## config.mk

```make
export PLATFORM = sky130hd
export DESIGN_NAME = psu_supervisor
export DESIGN_NICKNAME = d
export VERILOG_FILES = /design/src/rtl/psu_pkg.sv /design/src/rtl/psu_tick_gen.sv /design/src/rtl/psu_deglitch.sv /design/src/rtl/psu_pg_seq.sv /design/src/rtl/psu_supervisor.sv
export SDC_FILE = /design/constraint.sdc
export NUM_CORES = 1
export LEC_CHECK = 0
export CORE_MARGIN = 2
export CORE_UTILIZATION = 50
export DETAILED_ROUTE_END_ITERATION = 10
export DONT_BUFFER_PORTS = 1
export RECOVER_POWER = 50
export SYNTH_ARGS = -nofsm -noshare
export SYNTH_HDL_FRONTEND = slang
export SYNTH_SLANG_ARGS = --single-unit
```

## constraint.sdc

```tcl
create_clock -name clk -period 3.74 [get_ports clk]
set_clock_uncertainty 0.05 [all_clocks]
set_input_delay 0.748 -clock clk [delete_from_list [all_inputs] [get_ports clk]]
set_output_delay 0.748 -clock clk [all_outputs]
set_load 0.02 [all_outputs]
```

## src/rtl/psu_pkg.sv

```systemverilog
package psu_pkg;

    typedef enum logic [1:0] {
        ST_OFF   = 2'd0,
        ST_RAMP  = 2'd1,
        ST_RUN   = 2'd2,
        ST_FAULT = 2'd3
    } sup_state_e;

    typedef enum logic [1:0] {
        PG_IDLE  = 2'd0,
        PG_COUNT = 2'd1,
        PG_HELD  = 2'd2
    } pg_state_e;

    typedef enum logic {
        DG_STABLE  = 1'b0,
        DG_PENDING = 1'b1
    } dg_state_e;

    localparam int unsigned NUM_FLAGS = 6;
    localparam int unsigned FLG_OV33  = 0;
    localparam int unsigned FLG_OV5   = 1;
    localparam int unsigned FLG_OV12  = 2;
    localparam int unsigned FLG_UV33  = 3;
    localparam int unsigned FLG_UV5   = 4;
    localparam int unsigned FLG_PGIN  = 5;

endpackage

```

## src/rtl/psu_tick_gen.sv

```systemverilog
module psu_tick_gen #(
    parameter int unsigned FINE_DIV   = 50,
    parameter int unsigned COARSE_DIV = 1000
) (
    input  logic clk,
    input  logic rst_n,
    output logic fine_tick,
    output logic coarse_tick
);
    localparam int unsigned FW = (FINE_DIV > 1) ? $clog2(FINE_DIV) : 1;
    localparam int unsigned CW = (COARSE_DIV > 1) ? $clog2(COARSE_DIV) : 1;
    localparam logic [FW-1:0] F_LAST = FW'(FINE_DIV - 1);
    localparam logic [CW-1:0] C_LAST = CW'(COARSE_DIV - 1);

    logic [FW-1:0] fcnt_q;
    logic [CW-1:0] ccnt_q;

    assign fine_tick   = (fcnt_q == F_LAST);
    assign coarse_tick = fine_tick && (ccnt_q == C_LAST);

    always_ff @(posedge clk or negedge rst_n) begin
        if (!rst_n) begin
            fcnt_q <= '0;
        end else if (fine_tick) begin
            fcnt_q <= '0;
        end else begin
            fcnt_q <= fcnt_q + 1'b1;
        end
    end

    always_ff @(posedge clk or negedge rst_n) begin
        if (!rst_n) begin
            ccnt_q <= '0;
        end else if (coarse_tick) begin
            ccnt_q <= '0;
        end else if (fine_tick) begin
            ccnt_q <= ccnt_q + 1'b1;
        end
    end

endmodule

```

## src/rtl/psu_deglitch.sv

```systemverilog
module psu_deglitch #(
    parameter int unsigned HOLD_TICKS = 73,
    parameter logic        RESET_VAL  = 1'b0
) (
    input  logic clk,
    input  logic rst_n,
    input  logic tick,
    input  logic raw,
    output logic clean
);
    import psu_pkg::*;

    localparam int unsigned CW = (HOLD_TICKS > 1) ? $clog2(HOLD_TICKS) : 1;
    localparam logic [CW-1:0] LAST = CW'(HOLD_TICKS - 1);

    logic [1:0]    sync_q;
    dg_state_e     st_q, st_d;
    logic [CW-1:0] cnt_q, cnt_d;
    logic          clean_q, clean_d;
    logic          differs;

    // two-flop synchronizer for the asynchronous comparator level
    always_ff @(posedge clk or negedge rst_n) begin
        if (!rst_n) begin
            sync_q <= {2{RESET_VAL}};
        end else begin
            sync_q <= {sync_q[0], raw};
        end
    end

    assign differs = sync_q[1] ^ clean_q;

    always_comb begin
        st_d    = st_q;
        cnt_d   = cnt_q;
        clean_d = clean_q;
        unique case (st_q)
            DG_STABLE: begin
                if (differs) begin
                    st_d  = DG_PENDING;
                    cnt_d = '0;
                end
            end
            DG_PENDING: begin
                if (!differs) begin
                    st_d = DG_STABLE;
                end else if (tick) begin
                    if (cnt_q == LAST) begin
                        clean_d = ~clean_q;
                        st_d    = DG_STABLE;
                    end else begin
                        cnt_d = cnt_q + 1'b1;
                    end
                end
            end
            default: st_d = DG_STABLE;
        endcase
    end

    always_ff @(posedge clk or negedge rst_n) begin
        if (!rst_n) begin
            st_q <= DG_STABLE;
        end else begin
            st_q <= st_d;
        end
    end

    always_ff @(posedge clk or negedge rst_n) begin
        if (!rst_n) begin
            cnt_q   <= '0;
            clean_q <= RESET_VAL;
        end else begin
            cnt_q   <= cnt_d;
            clean_q <= clean_d;
        end
    end

    assign clean = clean_q;

endmodule

```

## src/rtl/psu_pg_seq.sv

```systemverilog
module psu_pg_seq #(
    parameter int unsigned HOLD_TICKS = 300
) (
    input  logic clk,
    input  logic rst_n,
    input  logic tick,
    input  logic good,
    output logic pg
);
    import psu_pkg::*;

    localparam int unsigned CW = (HOLD_TICKS > 1) ? $clog2(HOLD_TICKS) : 1;
    localparam logic [CW-1:0] LAST = CW'(HOLD_TICKS - 1);

    pg_state_e     st_q, st_d;
    logic [CW-1:0] cnt_q, cnt_d;
    logic          pg_q;

    always_comb begin
        st_d  = st_q;
        cnt_d = cnt_q;
        unique case (st_q)
            PG_IDLE: begin
                if (good) begin
                    st_d  = PG_COUNT;
                    cnt_d = '0;
                end
            end
            PG_COUNT: begin
                if (!good) begin
                    st_d = PG_IDLE;
                end else if (tick) begin
                    if (cnt_q == LAST) begin
                        st_d = PG_HELD;
                    end else begin
                        cnt_d = cnt_q + 1'b1;
                    end
                end
            end
            PG_HELD: begin
                if (!good) begin
                    st_d = PG_IDLE;
                end
            end
            default: st_d = PG_IDLE;
        endcase
    end

    always_ff @(posedge clk or negedge rst_n) begin
        if (!rst_n) begin
            st_q  <= PG_IDLE;
            cnt_q <= '0;
        end else begin
            st_q  <= st_d;
            cnt_q <= cnt_d;
        end
    end

    // output register, decoded from the next state so a drop costs one clock
    always_ff @(posedge clk or negedge rst_n) begin
        if (!rst_n) begin
            pg_q <= 1'b0;
        end else begin
            pg_q <= (st_d == PG_HELD);
        end
    end

    assign pg = pg_q;

endmodule

```

## src/rtl/psu_supervisor.sv

```systemverilog
module psu_supervisor #(
    parameter int unsigned FINE_DIV      = 50,
    parameter int unsigned COARSE_DIV    = 1000,
    parameter int unsigned GLITCH_TICKS  = 73,
    parameter int unsigned ONOFF_TICKS   = 38,
    parameter int unsigned UV_HOLD_TICKS = 75,
    parameter int unsigned PG_HOLD_TICKS = 300
) (
    input  logic clk,
    input  logic rst_n,
    input  logic ov33_flag,
    input  logic ov5_flag,
    input  logic ov12_flag,
    input  logic uv33_flag,
    input  logic uv5_flag,
    input  logic pg_in,
    input  logic on_req_n,
    output logic pwr_good,
    output logic fault_out
);
    import psu_pkg::*;

    localparam int unsigned UW = (UV_HOLD_TICKS > 1) ? $clog2(UV_HOLD_TICKS) : 1;
    localparam logic [UW-1:0] UV_LAST = UW'(UV_HOLD_TICKS - 1);

    logic                 fine_tick;
    logic                 coarse_tick;
    logic [NUM_FLAGS-1:0] raw_vec;
    logic [NUM_FLAGS-1:0] clean_vec;
    logic                 off_db;
    logic                 ov_any;
    logic                 uv_any;
    logic                 good_cond;
    sup_state_e           state_q, state_d;
    logic [UW-1:0]        uv_cnt_q;
    logic                 fault_q;

    psu_tick_gen #(
        .FINE_DIV   (FINE_DIV),
        .COARSE_DIV (COARSE_DIV)
    ) u_ticks (
        .clk         (clk),
        .rst_n       (rst_n),
        .fine_tick   (fine_tick),
        .coarse_tick (coarse_tick)
    );

    always_comb begin
        raw_vec            = '0;
        raw_vec[FLG_OV33]  = ov33_flag;
        raw_vec[FLG_OV5]   = ov5_flag;
        raw_vec[FLG_OV12]  = ov12_flag;
        raw_vec[FLG_UV33]  = uv33_flag;
        raw_vec[FLG_UV5]   = uv5_flag;
        raw_vec[FLG_PGIN]  = pg_in;
    end

    for (genvar gi = 0; gi < NUM_FLAGS; gi++) begin : g_flag_filter
        psu_deglitch #(
            .HOLD_TICKS (GLITCH_TICKS),
            .RESET_VAL  (1'b0)
        ) u_dg (
            .clk   (clk),
            .rst_n (rst_n),
            .tick  (fine_tick),
            .raw   (raw_vec[gi]),
            .clean (clean_vec[gi])
        );
    end

    psu_deglitch #(
        .HOLD_TICKS (ONOFF_TICKS),
        .RESET_VAL  (1'b1)
    ) u_onoff (
        .clk   (clk),
        .rst_n (rst_n),
        .tick  (coarse_tick),
        .raw   (on_req_n),
        .clean (off_db)
    );

    assign ov_any = clean_vec[FLG_OV33] | clean_vec[FLG_OV5] | clean_vec[FLG_OV12];
    assign uv_any = clean_vec[FLG_UV33] | clean_vec[FLG_UV5];

    // supervisor next-state logic
    always_comb begin
        state_d = state_q;
        unique case (state_q)
            ST_OFF: begin
                if (!off_db) state_d = ST_RAMP;
            end
            ST_RAMP: begin
                if (off_db) begin
                    state_d = ST_OFF;
                end else if (ov_any) begin
                    state_d = ST_FAULT;
                end else if (coarse_tick && (uv_cnt_q == UV_LAST)) begin
                    state_d = ST_RUN;
                end
            end
            ST_RUN: begin
                if (off_db) begin
                    state_d = ST_OFF;
                end else if (ov_any || uv_any) begin
                    state_d = ST_FAULT;
                end
            end
            ST_FAULT: begin
                if (off_db) state_d = ST_OFF;
            end
            default: state_d = ST_OFF;
        endcase
    end

    always_ff @(posedge clk or negedge rst_n) begin
        if (!rst_n) begin
            state_q <= ST_OFF;
        end else begin
            state_q <= state_d;
        end
    end

    // startup window counter, held at zero outside the ramp state
    always_ff @(posedge clk or negedge rst_n) begin
        if (!rst_n) begin
            uv_cnt_q <= '0;
        end else if (state_q != ST_RAMP) begin
            uv_cnt_q <= '0;
        end else if (coarse_tick) begin
            uv_cnt_q <= uv_cnt_q + 1'b1;
        end
    end

    // output process
    always_ff @(posedge clk or negedge rst_n) begin
        if (!rst_n) begin
            fault_q <= 1'b1;
        end else begin
            fault_q <= (state_q == ST_OFF) || (state_q == ST_FAULT);
        end
    end

    assign good_cond = ((state_q == ST_RAMP) || (state_q == ST_RUN))
                       && clean_vec[FLG_PGIN]
                       && !clean_vec[FLG_UV33]
                       && !clean_vec[FLG_UV5];

    psu_pg_seq #(
        .HOLD_TICKS (PG_HOLD_TICKS)
    ) u_pg (
        .clk   (clk),
        .rst_n (rst_n),
        .tick  (coarse_tick),
        .good  (good_cond),
        .pg    (pwr_good)
    );

    assign fault_out = fault_q;

endmodule

```

==> results.toml, run 1 <==
[layout]
multi_input_area_um2 = 2833
num_antenna_cells = 0
area_growth_pct = 12.48
layout.nets = 639
layout-drive-gt1-share_pct = 8.590
regArea_um2 = 2858
fillers = 990

[floorplanning]
core-area_um2 = 11420
dieArea_um2 = 12610
die_h_um = 112.3
ios = 11
die_w_um = 112.3
rows = 39
start_util_pct = 51.35

[drt]
drc = 0
first_iter_violations = 262
avgRoutedWirePerCell_um = 14.85
avgViaCountPerCell = 5.642
wirelength_um = 11280
num_vias = 4288
dr.pass1.iters = 4
ant_nets = 0

[global_route]
use_met2_pct = 31.53
gr-total-overflow = 0
grt-busiest-layer = "met2"
grt_antenna_before_repair = 0
grtUsageTotal_pct = 19.98
grt_util_met3_pct = 5.130
grt_max_degree = 111
grt_pass1_wl_um = 20140
gr-usage-met1_pct = 26.01
grt_pass1_vias = 4242

[clock_tree]
cts_root_buf = "clkbuf_16"
cts.htree.levels = 4
cts.sinks = 114
cts_tree = "done"
insertion_delay_ns = 0.42
cts_buffers = 17
ctsLongestPathBuffers = 2
cts.reportedPaths.clkPinSlew_ns = 0.05

[power]
powerDensity_nw_per_um2 = 452.1
ir_drop_v = 0.0005644
leakage_uw = 0.002890

[worst_hold_path]
min-delay-path-class = "input pin to async pin"

[sta]
finalHoldViolations = 0
finalSetupViolCount = 0
setup_tns_ns = 0
finalCriticalPeriod_ns = 2.602
hold_ws_ns = 0.1277
rsz0062_at_grt = "false"
fin_crit_sh_pct = 69.57
worst_pin_slew_ns = 0.9180
slew-limit-headroom_pct = 38.23
max_freq_mhz = 384.4
slew_violations = 0

[yosys]
yosysUniqueCellTypes = 59
synthFlopType = "dfrtp_1"
async_flop_share_pct = 100.0
ys_top_cells_by_area = "dfrtp_1, ha_1, nand2_1, xnor2_1, o21ai_0"
ys_ff_latch = 114
yosys.area.top_type_share_pct = 46.95
synth_area_um2 = 5863
yosysSeqAreaShare_pct = 48.74
synth_area_per_cell_um2 = 9.871
synth_nets = 628
yosysTopAreaCell = "dfrtp_1"
synth-edff-count = 0
synth_cells = 594
synth_warnings = 0

[setup_path]
crit_type = "flop to flop"
crit_path_start_kind = "flop"
required_ns = 4.05
regToRegEndpoint = "g_flag_filter[4].u_dg.cnt_q[5]"
cp.arrival_ns = 2.91
critical_path.endpoint_type = "flop"
rrSetupSlack_ns = 1.14
crit_fanout = 22
r2r-start = "u_ticks.fcnt_q[1]"
reg2regPathDepth = 7

[place]
gp_congestion = 0.8396
hpwl_um = 7447
portBuffers = 0

[status]
status = "finished, final reports clean"

[flow_run]
drv_cap = 0
[synth_stat cells, drive strengths merged, types with 6 or more instances]
| cell | number |
|---|---|
| clkbuf | 8 |
| nor4 | 10 |
| nor2 | 49 |
| or3 | 6 |
| nor3 | 11 |
| dfrtp | 110 |
| and3 | 7 |
| nand2 | 80 |
| mux2i | 10 |
| nand3 | 20 |
| and2 | 8 |
| nand4b | 6 |
| or4 | 11 |
| mux2 | 7 |
| ha | 25 |
| nand4 | 13 |
| xor2 | 11 |
| xnor2 | 28 |
| o31ai | 7 |
| a21oi | 20 |
| inv | 31 |
| o21ai | 43 |
[logic make-up (layout without fill, tap and decap cells)]
logic type               after synthesis  in the layout  share of synthesized area, %
AO/OA/AOI/OAI                        108            108                         11.48
XOR/XNOR                              39             39                         5.826
adder cells (fa/ha/maj)               25             25                         5.335
buffers and inverters                 44             67                         2.987
flip-flops                           114            114                         48.74
multiplexers                          17             17                         3.052
AND/OR/NAND/NOR                      247            247                         22.58
[layer usage]
layer,up-vias,share of wire (%)
met5,-,0
met1,2065,48
met3,15,2.7
li1,2142,-
met2,66,48
met4,0,1.8
[sequential cells by signal (all words and copies together), names as in the netlist]
register,count
uv_cnt_q,7
u_ticks.ccnt_q,10
g_flag_filter.u_dg.st_q,6
u_onoff.cnt_q,6
u_pg.cnt_q,9
g_flag_filter.u_dg.clean,6
state_q,2
u_pg.st_q,2
u_onoff.clean,1
u_onoff.sync_q,2
u_onoff.st_q,1
u_ticks.fcnt_q,6
g_flag_filter.u_dg.sync_q,12
u_pg.pg,1
g_flag_filter.u_dg.cnt_q,42
fault_out,1
[cell type report]
type	instances	share of cell area, %
Sequential cell	114	43.33
Multi-Input combinational cell	436	42.95
Clock buffer	25	7.209
Tap cell	143	2.713
Inverter	32	1.821
Clock inverter	6	1.214
Timing Repair Buffer	4	0.7589
[worst max path at each step]
| stage | start | to | cells after the start |
|---|---|---|---|
| 4_1_cts | u_ticks.fcnt_q[1] | g_flag_filter[5].u_dg.cnt_q[3] | 7 |
| 3_3_place_gp | u_ticks.fcnt_q[1] | g_flag_filter[5].u_dg.cnt_q[5] | 7 |
| 2_1_floorplan | u_ticks.fcnt_q[1] | state_q[0] | 7 |
| 5_1_grt | u_ticks.fcnt_q[1] | g_flag_filter[5].u_dg.cnt_q[3] | 7 |
| 3_5_place_dp | u_ticks.fcnt_q[1] | g_flag_filter[5].u_dg.cnt_q[5] | 7 |
| 6_report | u_ticks.fcnt_q[1] | g_flag_filter[4].u_dg.cnt_q[5] | 7 |
[layout by cell type, fill, tap and decap left out, types with 5 or more instances in the layout]
| master | n |
|---|---|
| dfrtp_1 | 110 |
| nand2_1 | 79 |
| nor2_1 | 48 |
| o21ai_0 | 41 |
| inv_1 | 31 |
| xnor2_1 | 28 |
| ha_1 | 25 |
| a21oi_1 | 20 |
| nand3_1 | 20 |
| clkbuf_16 | 17 |
| nand4_1 | 12 |
| or4_1 | 11 |
| xor2_1 | 11 |
| nor3_1 | 11 |
| mux2i_1 | 10 |
| and2_1 | 8 |
| o31ai_1 | 7 |
| and3_1 | 7 |
| mux2_2 | 7 |
| nor4_1 | 6 |
| nand4b_1 | 6 |
| clkbuf_1 | 6 |
| a211o_1 | 5 |
| or3_1 | 5 |
| a31oi_1 | 5 |
[critical path, cell delays in order, from the launching register on]
cell,delay [ns]
dfrtp_1,0.39
inv_1,0.06
ha_1,0.17
nor2b_1,0.27
nand2_1,0.54
a211o_1,0.52
or4_1,0.47
nand2_1,0.07
[power breakdown]
part / total [uW] / leakage (uW) / switching [uW] / internal [uW]
clock network: 1520 / 0.000275 / 521 / 1000
registers: 1320 / 0.00150 / 46.7 / 1280
logic: 135 / 0.00111 / 87.5 / 47.6
total: 2980 / 0.00289 / 655 / 2330
[timing repair]
| item | 4_1_cts | 5_1_grt |
|---|---|---|
| hold endpoints to repair | 110 | 0 |
| gates resized for setup | 0 | 0 |
| hold buffers | 1 | 0 |
| setup buffers | 0 | 0 |
[stage by stage]
stage	total power, uW	instances	setup WS (ns)	instance area, um^2	utilization, %
floorplan	1418	594	1.712	5863	-
global placement	1446	728	1.212	6012	52.65
detailed placement	1452	728	1.113	6012	52.65
CTS	3021	760	1.109	6595	57.76
global route	3112	760	0.7862	6595	57.76
finish	2982	760	1.138	6595	57.76
Power figures use the tool's default switching activity.
==> inputs of run 2 (changes only) <==
--- a/config.mk
+++ b/config.mk
@@ -5,10 +5,12 @@
 export SDC_FILE = /design/constraint.sdc
 export NUM_CORES = 1
 export LEC_CHECK = 0
+export ABC_AREA = 1
 export CORE_MARGIN = 2
 export CORE_UTILIZATION = 50
 export DETAILED_ROUTE_END_ITERATION = 10
 export DONT_BUFFER_PORTS = 1
+export PLACE_DENSITY = 0.68
 export RECOVER_POWER = 50
 export SYNTH_ARGS = -nofsm -noshare
 export SYNTH_HDL_FRONTEND = slang
==> constraint.sdc (replaced) <==
create_clock -name clk -period 2.1 [get_ports clk]
set_clock_uncertainty 0.05 [all_clocks]
set_input_delay 0.42 -clock clk [delete_from_list [all_inputs] [get_ports clk]]
set_output_delay 0.42 -clock clk [all_outputs]
set_load 0.02 [all_outputs]
==> run 2 against run 1 <==
Effect of this change: the run now ends with negative hold slack left; critical path depth grew 2; sequential share of layout area shrank 2.4 points; non-clock buffer count grew 8; global-route usage shrank 0.86 points; design area grew 5.9%.
==> results.toml, run 2 <==
[status]
status = "finished with violations"
violations = "negative hold slack"

[place]
dpl-instance-area_um2 = 6339
portBuffers = 0
hpwl_um = 7669
gp_congestion = 0.8761

[setup_path]
reg2regPathDepth = 9
startpoint = "u_ticks.fcnt_q[1]"
endpoint = "u_pg.cnt_q[0]"
rrSetupSlack_ns = 0.18
critical_path.endpoint_type = "flop"
regToRegEndpoint = "u_pg.cnt_q[0]"
r2r-start = "u_ticks.fcnt_q[1]"
required_ns = 2.35
crit_chain = "inv_1, ha_1, nand3_2, nor2_8, nand4_2, nand2_4, nand2_4, nand2_1, nand2_1"
crit_type = "flop to flop"
crit_fanout = 20
crit_buf_inv = 1
path_delay_family = "simple AND/OR/NAND/NOR gates"
crit_cells = 9
cp_slowest_cell = "dfrtp_1"
cp.arrival_ns = 2.17
max_stage_delay_ns = 0.40
crit_path_start_kind = "flop"

[drt]
drc = 0
avgViaCountPerCell = 5.053
dr.pass1.iters = 5
first_iter_violations = 257
avgRoutedWirePerCell_um = 12.20
wirelength_um = 11300
num_vias = 4679
ant_nets = 0

[power]
powerDensity_nw_per_um2 = 765.1
ir_drop_v = 0.0005515
combPwrFrac_pct = 4.6
p_int_uw = 4187
seqPwrFrac_pct = 44.1
leakage_uw = 0.003347
switchingPower_uw = 1159
p_sw_share_pct = 21.68
p_total_uw = 5346
power_frac_clock_pct = 51.3

[layout]
area_growth_pct = 13.27
layout.nets = 800
mostFrequentLayoutCells = "nand2_1, dfrtp_1, inv_1"
largest_reg_flops = 42
layout-drive-gt1-share_pct = 10.01
mostFrequentLayoutCell = "nand2_1"
design_area_um2 = 6987
top_regs = "g_flag_filter.u_dg.cnt_q (42), g_flag_filter.u_dg.sync_q (12), u_ticks.ccnt_q (10)"
num_antenna_cells = 0
fin_util_pct = 58.17
fillers = 1050
top_register = "g_flag_filter.u_dg.cnt_q"

[global_route]
gr-total-overflow = 0
grt_antenna_before_repair = 0
grt_pass1_wl_um = 20050
grt_pass1_vias = 4550
grt_max_degree = 115
grtUsageTotal_pct = 19.12

[flow_run]
drv_cap = 0

[sta]
setup_tns_ns = 0
slew_violations = 0
rsz0062_at_grt = "false"
worst_pin_slew_ns = 0.4957
max_freq_mhz = 520.7
finalCriticalPeriod_ns = 1.921
hold_ws_ns = -0.3437
fin_crit_sh_pct = 91.46
slew-limit-headroom_pct = 66.70
finalHoldViolations = 114
finalSetupViolCount = 0

[clock_tree]
cts_tree = "done"
cts.sinks = 114
cts_root_buf = "clkbuf_16"
cts.htree.levels = 4
cts_buffers = 17
ctsLongestPathBuffers = 2
post-cts-setup-buffers = 0
insertion_delay_ns = 0.41
holdBufCountCts = 7
cts.reportedPaths.clkPinSlew_ns = 0.05

[yosys]
ys_top_cells_by_area = "dfrtp_1, nand2_1, inv_1, ha_1, nor2_1"
yosysTopAreaCell = "dfrtp_1"
synthFlopType = "dfrtp_1"
yosys.area.top_type_share_pct = 44.62
yosysSeqAreaShare_pct = 46.33
synth_commonest_cells = "nand2_1, dfrtp_1, inv_1"
synth_area_um2 = 6168
yosysMostFrequentCell = "nand2_1"
yosysUniqueCellTypes = 42
synth_cells = 743
synth_area_per_cell_um2 = 8.302
synth_warnings = 0
synth_nets = 777
ys_ff_latch = 114
async_flop_share_pct = 100.0
synth-edff-count = 0

[floorplanning]
dieArea_um2 = 13240
die_w_um = 115.1
ios = 11
die_h_um = 115.1
start_util_pct = 51.35
core-area_um2 = 12010
rows = 40

[worst_hold_path]
min-delay-path-class = "input pin to async pin"
-- run 2: cell count changes after synthesis, moves of 8 or more --
cell	previous run	this run
nor2_1	49	73
nor3_1	11	20
or4_1	11	0
xor2_1	11	27
or2_2	3	11
clkbuf_1	8	0
and2_1	8	0
inv_1	31	93
xnor2_1	28	10
nand3_1	20	52
nand2_1	79	165
mux2i_1	10	1
-- run 2: per-layer routing --
metal | vias to the layer above | routed length, um | global-route usage, %
met3 | 12 | 378 | 5.957
met4 | 0 | 151 | 6.988
met5 | - | 0 | 0
met2 | 55 | 5559 | 32.04
li1 | 2448 | - | -
met1 | 2164 | 5208 | 23.32
-- run 2: logic make-up (layout without fill, tap and decap cells) --
| kind of cell | Yosys count | after routing | synth area share, % |
|---|---|---|---|
| AOI/OAI and AO/OA | 87 | 87 | 7.566 |
| and+or+nand+nor | 374 | 374 | 28.76 |
| DFF | 114 | 114 | 46.33 |
| adders and majority gates | 25 | 25 | 5.071 |
| muxes | 1 | 1 | 0.1623 |
| buffers and inverters | 105 | 141 | 6.856 |
| xor gates and xnor gates | 37 | 37 | 5.254 |
-- run 2: area by class of cell --
cell class,count,area [um^2],area share (%)
timing repair buffer,12,107.6,1.540
clock buffer,27,523.0,7.486
clock inverter,5,50.05,0.7163
multi-input combinational,524,2893,41.40
inverter,97,371.6,5.319
sequential,114,2858,40.90
tap,147,183.9,2.633
-- run 2: timing repair --
action,CTS,global route
setup endpoints to repair,0,5
gates resized for setup,0,1
endpoints found under the hold margin,121,114
-- run 2: power by group through the flow --
stage | Clock [uW] | Sequential (uW) | Combinational [uW]
floorplan | 0 | 2370 | 198
finish | 2740 | 2360 | 246
CTS | 2800 | 2360 | 247
global placement | 0 | 2390 | 227
global route | 2910 | 2370 | 291
detailed placement | 0 | 2390 | 235
-- run 2: worst register-to-register path, cell delays in order (launching register included) --
cell     delay [ns]
dfrtp_1        0.40
inv_1          0.07
ha_1           0.15
nand3_2        0.12
nor2_8         0.31
nand4_2        0.28
nand2_4        0.21
nand2_4        0.11
nand2_1        0.09
nand2_1        0.05
-- run 2: how the worst min path moves through the flow --
stage / start / to / cells past startpoint
3_5_place_dp: rst_n / g_flag_filter[2].u_dg.cnt_q[3] / 0
6_report: rst_n / g_flag_filter[2].u_dg.cnt_q[3] / 0
2_1_floorplan: rst_n / g_flag_filter[0].u_dg.clean / 0
3_3_place_gp: rst_n / g_flag_filter[2].u_dg.cnt_q[4] / 0
5_1_grt: rst_n / g_flag_filter[2].u_dg.cnt_q[3] / 0
4_1_cts: rst_n / g_flag_filter[4].u_dg.sync_q[1] / 0
-- run 2: through the flow --
step | std cells | worst slack [ns]
after floorplan | 743 | 0.4829
after global placement | 887 | 0.2253
after detailed placement | 887 | 0.1730
after CTS | 926 | 0.1452
after global routing | 926 | 0.006204
final | 926 | 0.1794
==> inputs of run 3 (changes only) <==
--- a/config.mk
+++ b/config.mk
@@ -5,7 +5,6 @@
 export SDC_FILE = /design/constraint.sdc
 export NUM_CORES = 1
 export LEC_CHECK = 0
-export ABC_AREA = 1
 export CORE_MARGIN = 2
 export CORE_UTILIZATION = 50
 export DETAILED_ROUTE_END_ITERATION = 10
==> run 3 against run 2 <==
Effect of this change: the run still ends with negative hold slack left; register-to-register slack got worse by 0.097 ns; non-clock buffer count rose by 29; worst hold slack got worse by 0.0095 ns; core utilization rose by 3.3 points; sequential cell count did not move; fmax fell by 4.8%; critical path depth fell by 2; clock power rose by 9.1%; worst setup slack got worse by 0.097 ns; global-route usage rose by 1.4 points; clock-buffer cell count fell by 9; largest cell class unchanged; largest power group unchanged; cell count fell by 14%.
==> results.toml, run 3 (synthesis results as in run 1) <==
[status]
status = "finished with violations"
violations = "negative hold slack"

[floorplanning]
ios = 11
rows = 39
start_util_pct = 51.35
die_h_um = 112.3
die_w_um = 112.3
core-area_um2 = 11420
dieArea_um2 = 12610

[setup_path]
cp.arrival_ns = 2.26
critical_path.endpoint_type = "flop"
crit_path_start_kind = "flop"
crit_type = "flop to flop"
reg2regPathDepth = 7
required_ns = 2.35
crit_fanout = 7

[clock_tree]
cts_tree = "done"
cts_buffers = 17
cts.reportedPaths.clkPinSlew_ns = 0.06
insertion_delay_ns = 0.42
cts_root_buf = "clkbuf_16"
holdBufCountCts = 7
ctsLongestPathBuffers = 2
cts.sinks = 114
cts.htree.levels = 4

[global_route]
grt_antenna_before_repair = 0
grtUsageTotal_pct = 20.48
grt_pass1_wl_um = 20710
use_met2_pct = 32.61
gr-total-overflow = 0
grt-busiest-layer = "met2"
grt_max_degree = 115
gr-usage-met1_pct = 26.02
grt_util_met3_pct = 6.479
grt_pass1_vias = 4597

[drt]
ant_nets = 0
dr.pass1.iters = 4
wirelength_um = 11840
avgViaCountPerCell = 5.602
num_vias = 4470
drc = 0
first_iter_violations = 299
avgRoutedWirePerCell_um = 14.84

[sta]
slew_violations = 0
finalSetupViolCount = 0
hold_ws_ns = -0.3532
worst_pin_slew_ns = 0.7532
rsz0062_at_grt = "true"
slew-limit-headroom_pct = 49.43
finalCriticalPeriod_ns = 2.017
finalHoldViolations = 114
setup_tns_ns = 0
fin_crit_sh_pct = 96.07
max_freq_mhz = 495.7
worst_slack_ns = 0.08262

[layout]
fin_util_pct = 61.48
final_cells = 798
top_register = "g_flag_filter.u_dg.cnt_q"
layout-drive-gt1-share_pct = 15.73
mostFrequentLayoutCells = "dfrtp_1, nand2_1, nor2_1"
area_growth_pct = 19.74
top_regs = "g_flag_filter.u_dg.cnt_q (42), g_flag_filter.u_dg.sync_q (12), u_ticks.ccnt_q (10)"
layout.nets = 676
largest_reg_flops = 42
num_antenna_cells = 0
mostFrequentLayoutCell = "dfrtp_1"
multi_input_area_um2 = 2907
fillers = 928
regArea_um2 = 2858

[power]
leakage_uw = 0.003092
ir_drop_v = 0.0007690
powerDensity_nw_per_um2 = 790.9

[worst_hold_path]
min-delay-path-class = "input pin to async pin"

[place]
hpwl_um = 7857
place_inst = 757
portBuffers = 0
gp_congestion = 0.8478
place_ws_ns = -0.03399

[flow_run]
drv_cap = 0
-- run 3: stage by stage --
step / area (um^2) / total power, uW
after floorplan: 5863 / 2525
after global placement: 6242 / 2577
after detailed placement: 6242 / 2589
after CTS: 6952 / 5614
after global routing: 7020 / 5780
final: 7020 / 5552
-- run 3: final timing paths --
kind,start,to,slack (ns)
min in group clk,g_flag_filter[2].u_dg.sync_q[0],g_flag_filter[2].u_dg.sync_q[1],0.30
worst max-delay path,u_ticks.fcnt_q[1],u_pg.cnt_q[7],0.08
worst max register to register,u_ticks.fcnt_q[1],u_pg.cnt_q[7],0.08
worst min register to register,g_flag_filter[2].u_dg.sync_q[0],g_flag_filter[2].u_dg.sync_q[1],0.30
max in group asynchronous,rst_n,u_onoff.clean,2.07
worst min-delay path,rst_n,u_pg.cnt_q[5],-0.35
-- run 3: layer usage --
| layer | part of all wire, % | routed length, um |
|---|---|---|
| met4 | 1.9 | 226 |
| met3 | 3.7 | 439 |
| met5 | 0 | 0 |
| met2 | 48 | 5696 |
| met1 | 46 | 5477 |
-- run 3: area by class of cell --
type	instances	area share, %
Clock buffer	18	6.256
Clock inverter	14	2.566
Inverter	32	1.711
Multi-Input combinational cell	436	41.40
Sequential cell	114	40.71
Tap cell	143	2.549
Timing Repair Buffer	41	4.812
-- run 3: power breakdown --
group | total [uW] | internal [uW] | switching, uW | leakage, uW
clock | 2990 | 1910 | 1080 | 0.000286
sequential | 2350 | 2270 | 78.5 | 0.00150
combinational | 217 | 95.2 | 122 | 0.00130
total | 5550 | 4270 | 1280 | 0.00309
-- run 3: worst max-delay path, cell delays in order (launching register included) --
cell and delay, ns:
dfrtp_1 0.38, inv_1 0.06, ha_2 0.18, nand4bb_1 0.12, or4_4 0.53, nor4_4 0.30, mux2i_1 0.21, o21ai_1 0.07
-- run 3: timing repair --
item                                    in CTS  in global routing
pin swaps                                    0                  3
endpoints found under the setup margin       6                 22
resized for setup                            4                 15
hold endpoints to repair                   121                114
setup buffers                                1                  2
